**config.mk**
```make
export PLATFORM = sky130hd
export DESIGN_NAME = rst_boot_ctrl
export DESIGN_NICKNAME = d
export VERILOG_FILES = /design/src/rtl/rbc_pkg.sv /design/src/rtl/rbc_sync.sv /design/src/rtl/rbc_timer.sv /design/src/rtl/rbc_fsm.sv /design/src/rtl/rbc_debounce.sv /design/src/rtl/rst_boot_ctrl.sv
export SDC_FILE = /design/constraint.sdc
export NUM_CORES = 1
export LEC_CHECK = 0
export ABC_AREA = 1
export CORE_UTILIZATION = 47
export CTS_BUF_LIST = sky130_fd_sc_hd__clkbuf_2
export CTS_CLUSTER_DIAMETER = 60
export CTS_CLUSTER_SIZE = 28
export DETAILED_ROUTE_END_ITERATION = 8
export DONT_BUFFER_PORTS = 1
export GPL_ROUTABILITY_DRIVEN = 0
export SLEW_MARGIN = 5
export SYNTH_ARGS = -nofsm -noshare
export SYNTH_HDL_FRONTEND = slang
export SYNTH_SLANG_ARGS = --single-unit
```
**constraint.sdc**
```tcl
create_clock -name clk -period 3 [get_ports clk]
set_clock_uncertainty 0.1 [all_clocks]
set_input_delay 0.3 -clock clk [delete_from_list [all_inputs] [get_ports clk]]
set_output_delay 0.3 -clock clk [all_outputs]
set_load 0.1 [all_outputs]
```
**src/rtl/rbc_pkg.sv**
```systemverilog
package rbc_pkg;

  typedef enum logic [1:0] {
    ST_USR_RST  = 2'd0,
    ST_USR_RUN  = 2'd1,
    ST_BOOT_RST = 2'd2,
    ST_BOOT_RUN = 2'd3
  } rbc_state_e;

  typedef struct packed {
    logic nmi;
    logic cts;
    logic boot;
    logic rst;
  } rbc_req_t;

  localparam int REQ_W = $bits(rbc_req_t);

endpackage

```
**src/rtl/rbc_sync.sv**
```systemverilog
module rbc_sync #(
  parameter int W      = 4,
  parameter int STAGES = 2
) (
  input  logic         clk,
  input  logic         rst_n,
  input  logic [W-1:0] d,
  output logic [W-1:0] q
);

  for (genvar i = 0; i < W; i++) begin : g_bit
    logic [STAGES-1:0] chain;
    always_ff @(posedge clk or negedge rst_n) begin
      if (!rst_n) chain <= '0;
      else        chain <= {chain[STAGES-2:0], d[i]};
    end
    assign q[i] = chain[STAGES-1];
  end

endmodule

```
**src/rtl/rbc_timer.sv**
```systemverilog
module rbc_timer #(
  parameter int CYCLES = 62_500_000
) (
  input  logic clk,
  input  logic rst_n,
  input  logic load,
  output logic zero
);

  localparam int TW = $clog2(CYCLES + 1);

  logic [TW-1:0] cnt_q, cnt_d;
  logic          cnt_en;

  assign zero   = (cnt_q == '0);
  assign cnt_en = load || !zero;

  always_comb begin
    cnt_d = cnt_q;
    if (load)       cnt_d = TW'(CYCLES);
    else if (!zero) cnt_d = cnt_q - 1'b1;
  end

  always_ff @(posedge clk or negedge rst_n) begin
    if (!rst_n)      cnt_q <= TW'(CYCLES);
    else if (cnt_en) cnt_q <= cnt_d;
  end

endmodule

```
**src/rtl/rbc_fsm.sv**
```systemverilog
module rbc_fsm
  import rbc_pkg::*;
(
  input  logic       clk,
  input  logic       rst_n,
  input  logic       req_rst,
  input  logic       req_boot,
  input  logic       req_cts,
  input  logic       tmr_zero,
  output logic       tmr_load,
  output rbc_state_e state
);

  rbc_state_e state_d;
  logic       hold;

  assign hold = req_rst || req_boot || req_cts;

  always_comb begin
    state_d  = state;
    tmr_load = 1'b0;
    unique case (state)
      ST_USR_RST, ST_BOOT_RST: begin
        if (hold) begin
          tmr_load = 1'b1;
        end else if (tmr_zero) begin
          state_d = (state == ST_USR_RST) ? ST_USR_RUN : ST_BOOT_RUN;
        end
      end
      ST_USR_RUN, ST_BOOT_RUN: begin
        if (req_rst) begin
          state_d  = ST_USR_RST;
          tmr_load = 1'b1;
        end else if (req_boot || req_cts) begin
          state_d  = ST_BOOT_RST;
          tmr_load = 1'b1;
        end
      end
      default: state_d = ST_USR_RST;
    endcase
  end

  always_ff @(posedge clk or negedge rst_n) begin
    if (!rst_n) state <= ST_USR_RST;
    else        state <= state_d;
  end

endmodule

```
**src/rtl/rbc_debounce.sv**
```systemverilog
module rbc_debounce #(
  parameter int STABLE = 1_250_000
) (
  input  logic clk,
  input  logic rst_n,
  input  logic din,
  output logic press
);

  localparam int CW = (STABLE > 1) ? $clog2(STABLE) : 1;

  logic          level_q;
  logic [CW-1:0] cnt_q, cnt_d;
  logic          differ, done, level_en;

  assign differ   = (din != level_q);
  assign done     = differ && (cnt_q == CW'(STABLE - 1));
  assign level_en = done;
  assign press    = done && din;

  always_comb begin
    cnt_d = cnt_q + 1'b1;
    if (!differ || done) cnt_d = '0;
  end

  always_ff @(posedge clk or negedge rst_n) begin
    if (!rst_n) begin
      level_q <= 1'b0;
      cnt_q   <= '0;
    end else begin
      cnt_q <= cnt_d;
      if (level_en) level_q <= din;
    end
  end

endmodule

```
**src/rtl/rst_boot_ctrl.sv**
```systemverilog
module rst_boot_ctrl
  import rbc_pkg::*;
#(
  parameter int                RST_CYCLES = 62_500_000,
  parameter int                DEB_CYCLES = 1_250_000,
  parameter int                MODE_W     = 3,
  parameter logic [MODE_W-1:0] BOOT_MODE  = '0
) (
  input  logic              clk,
  input  logic              por_n,
  input  logic              rst_btn,
  input  logic              boot_btn,
  input  logic              cts_req,
  input  logic              nmi_btn,
  output logic              dev_rst_n,
  output logic [MODE_W-1:0] mode_out,
  output logic              mode_oe,
  output logic              nmi_pulse
);

  localparam int SYNC_STAGES = 2;

  // power-on reset: asserted asynchronously, released on the clock
  logic [SYNC_STAGES-1:0] por_q;
  logic                   arst_n;

  always_ff @(posedge clk or negedge por_n) begin
    if (!por_n) por_q <= '0;
    else        por_q <= {por_q[SYNC_STAGES-2:0], 1'b1};
  end
  assign arst_n = por_q[SYNC_STAGES-1];

  rbc_req_t req_raw, req_s;
  assign req_raw = '{nmi: nmi_btn, cts: cts_req, boot: boot_btn, rst: rst_btn};

  rbc_sync #(.W(REQ_W), .STAGES(SYNC_STAGES)) u_sync (
    .clk   (clk),
    .rst_n (arst_n),
    .d     (req_raw),
    .q     (req_s)
  );

  logic       tmr_load, tmr_zero;
  rbc_state_e state;

  rbc_timer #(.CYCLES(RST_CYCLES)) u_timer (
    .clk   (clk),
    .rst_n (arst_n),
    .load  (tmr_load),
    .zero  (tmr_zero)
  );

  rbc_fsm u_fsm (
    .clk      (clk),
    .rst_n    (arst_n),
    .req_rst  (req_s.rst),
    .req_boot (req_s.boot),
    .req_cts  (req_s.cts),
    .tmr_zero (tmr_zero),
    .tmr_load (tmr_load),
    .state    (state)
  );

  logic nmi_press;

  rbc_debounce #(.STABLE(DEB_CYCLES)) u_deb (
    .clk   (clk),
    .rst_n (arst_n),
    .din   (req_s.nmi),
    .press (nmi_press)
  );

  logic nmi_q;
  always_ff @(posedge clk or negedge arst_n) begin
    if (!arst_n) nmi_q <= 1'b0;
    else         nmi_q <= nmi_press && (state == ST_USR_RUN);
  end

  assign dev_rst_n = !((state == ST_USR_RST) || (state == ST_BOOT_RST));
  assign mode_oe   = (state == ST_BOOT_RST);
  assign mode_out  = mode_oe ? BOOT_MODE : '0;
  assign nmi_pulse = nmi_q;

endmodule

```
==> flow_summary_export.csv <==
group,metric,value,unit
status,outcome,"complete, no violations",
worst_setup_path,critical_path.top_delay_family,"simple AND/OR/NAND/NOR gates",
final_layout,finalNetCount,491,
worst_setup_path,critical_path_class,"flop to flop",
floorplan,start_util,0.4962,
power,power_frac_seq,0.546,
clock_tree,insertion_delay,0.51,ns
floorplan,die_area,7678,um2
detailed_routing,ant_nets,0,
detailed_routing,firstDrtPassIters,5,
logic_synthesis,synth.area.top_cells,"dfrtp_1 (35%), nand2_1 (12%), nor2_1 (11%)",
flow_run,cap_violations,0,
worst_setup_path,critPathSlowestCell,"dfrtp_1",
logic_synthesis,yosysWarnings,0,
sta,setup_viol,0,
power,peakVddDrop,0.2443,mV
global_routing,grt_pass1_wl,13050,um
place,place_inst,562,
clock_tree,cts_made_buffers,9,
final_layout,multiInputGateArea,1612,um2
power,p_sw,0.4198,mW
final_layout,register_area,1544,um2
logic_synthesis,synth_most_common_cell,"nand2_1",
final_layout,drive_above_1_share,0.1352,
logic_synthesis,syn-cell-area,3446,um2
power,clock_power_share,0.390,
final_layout,finalNonFillerCells,584,
clock_tree,cts_tree,"built",
place,dpl_cell_area,3552,um2
place,port_buffers,0,
final_layout,finalInstanceArea,3755,um2
global_routing,grt_pass1_vias,2754,
worst_setup_path,worst-endpoint-arrival,2.35,ns
final_layout,area_growth_syn_to_layout,8.969,%
power,power_leakage,1.690,nW
sta,rsz0062_at_grt,"false",
clock_tree,cts-root-buf,"clkbuf_2",
clock_tree,clk_pin_slew,0.19,ns
worst_setup_path,cp.required,3.30,ns
final_layout,insertedDiodeCount,0,
clock_tree,h-tree-depth,3,
sta,finalHoldViolCount,0,
clock_tree,clock_sinks,61,
power,power.density,416.2,nW/um2
floorplan,rows,30,
worst_setup_path,path_buf_inv,2,
sta,min_period_over_period,0.6849,
floorplan,die_x,87.63,um
worst_setup_path,cp_common_cell,"nor2_4",
logic_synthesis,synth_cells,470,
sta,drv_slew,0,
floorplan,die_h,87.63,um
clock_tree,cts_max_path_buffers,2,
worst_setup_path,start_kind,"flop",
hold_path,hold_class,"flop to async pin",
floorplan,core,6944,um2
global_routing,grt_max_degree,46,
floorplan,ios,12,
detailed_routing,drc,0,
sta,layout_min_cycle_time,2.055,ns
logic_synthesis,synth_largest_area_cell,"dfrtp_1",
sta,whs,0.07839,ns
global_routing,grt_usage,0.2266,
sta,slew_headroom,0.3857,
worst_setup_path,crit_chain,"inv_1, ha_1, nand2_1, clkinv_2, nand2_4, nor2_4, nand2_2, nor2_4, nor2_1",
logic_synthesis,synthArstFlopShare,1.000,
power,p_sw_frac,0.2687,
logic_synthesis,ys.flop_type,"dfrtp_1",
worst_setup_path,reg2reg_slack,0.95,ns
logic_synthesis,avgSynthCellArea,7.331,um2
clock_tree,cts_resized,0,
global_routing,grt-ovfl-total,0,
logic_synthesis,synthTopCellsByCount,"nand2_1 (113), nor2_1 (97), inv_1 (56)",
worst_setup_path,endpoint_kind,"flop",
place,dp_hpwl,5644,um
logic_synthesis,synth_edf_count,0,
worst_setup_path,worstPathMaxFanout,11,
worst_setup_path,slowest_delay,0.42,ns
detailed_routing,viasPerCell,5.027,
power,internal_power,1.143,mW
sta,max_freq,486.7,MHz
detailed_routing,wl_per_cell,13.11,um
logic_synthesis,ys_ff_latch,61,
detailed_routing,via_count,2936,
detailed_routing,dr.first_iter.drc_count,250,
detailed_routing,routed_wirelength,7658,um
power,pwr-share-comb,0.063,
power,total_power,1.563,mW
logic_synthesis,synth_seq_area_share,0.4477,
logic_synthesis,synth_top_area_share,0.3486,
sta,setup_tns,0,ns
logic_synthesis,synth_cell_type_count,35,
sta,tightestPinTransition,0.9221,ns
global_routing,antenna_found_initial,0,
final_layout,fill_cells,688,
cell usage in the layout, fill, tap and decap left out, drive strengths merged, types with 4 or more instances in the layout:
master / n
nand2: 119
nor2: 110
inv: 61
dfrtp: 48
nand3: 32
nand4: 26
dfstp: 13
xor2: 12
a21oi: 12
clkbuf: 9
dlygate4sd3: 6
clkinv: 5
or2: 4
conb: 4
nor3: 4
buf: 4
o21ai: 4
through the flow:
stage,worst slack (ns),utilization
after floorplan,0.9192,-
after global placement,1.072,0.5115
after detailed placement,1.002,0.5115
after CTS,0.9511,0.5407
after global routing,0.7530,0.5407
final,0.9454,0.5407
what timing repair did:
| action | in CTS | in global routing |
|---|---|---|
| hold buffers | 6 | 0 |
| hold endpoints to repair | 6 | 0 |
| buffers inserted | 0 | 0 |
layout make-up:
| type | instances | share of cell area |
|---|---|---|
| timing repair buffer | 10 | 0.02732 |
| clock inverter | 7 | 0.02599 |
| inverter | 62 | 0.06231 |
| tap | 96 | 0.03199 |
| sequential | 61 | 0.4112 |
| clock buffer | 9 | 0.01200 |
| multi-input combinational | 339 | 0.4292 |
power by group through the flow:
| stage | Combinational [mW] | Sequential [mW] | Clock, mW |
|---|---|---|---|
| 2_1_floorplan | 0.0702 | 0.872 | 0 |
| 3_3_place_gp | 0.0920 | 0.868 | 0 |
| 3_5_place_dp | 0.0930 | 0.868 | 0 |
| 4_1_cts | 0.0998 | 0.854 | 0.630 |
| 5_1_grt | 0.110 | 0.858 | 0.658 |
| 6_report | 0.0991 | 0.854 | 0.610 |
state kept, by name, indices dropped and copies added, names as in the netlist, named ones only:
register / cells
nmi_pulse: 1
por_q: 2
u_deb.cnt_q: 21
u_deb.level_q: 1
u_fsm.state: 1
u_sync.g_bit.chain: 8
u_timer.cnt_q: 26
path summary, 6_finish.rpt:
check / startpoint / to / cells after the start
setup / recovery: u_timer.cnt_q[0]$_DFFE_PN0P_ / u_timer.cnt_q[12]$_DFFE_PN0P_ / 9
hold / removal: por_q[1]$_DFF_PN0_ / u_timer.cnt_q[4]$_DFFE_PN0P_ / 0
setup reg to reg: u_timer.cnt_q[0]$_DFFE_PN0P_ / u_timer.cnt_q[12]$_DFFE_PN0P_ / 9
hold reg to reg: por_q[1]$_DFF_PN0_ / u_timer.cnt_q[4]$_DFFE_PN0P_ / 0
max in group asynchronous: por_q[1]$_DFF_PN0_ / u_timer.cnt_q[21]$_DFFE_PN1P_ / 1
min in group clk: rst_btn / u_sync.g_bit[0].chain[0]$_DFF_PN0_ / 1
routing by layer:
layer,track usage,vias up,part of all wire
li1,-,1497,-
met1,0.3386,1350,0.53
met3,0.06126,10,0.057
met5,0,-,0
met4,0.07004,0,0.012
met2,0.3189,79,0.40
logic make-up (layout without fill, tap and decap cells):
group           Yosys count  count (layout)  share of synthesized area
flops                    61              61                     0.4477
fa+ha+maj                 2               2                   0.007261
buf+inv                  72              88                    0.08750
other cells               2               4                   0.002179
compound gates           18              18                    0.02869
xor+xnor                 15              15                    0.03813
simple gates            300             300                     0.3885
No activity file was read; power rests on OpenSTA's default activity.
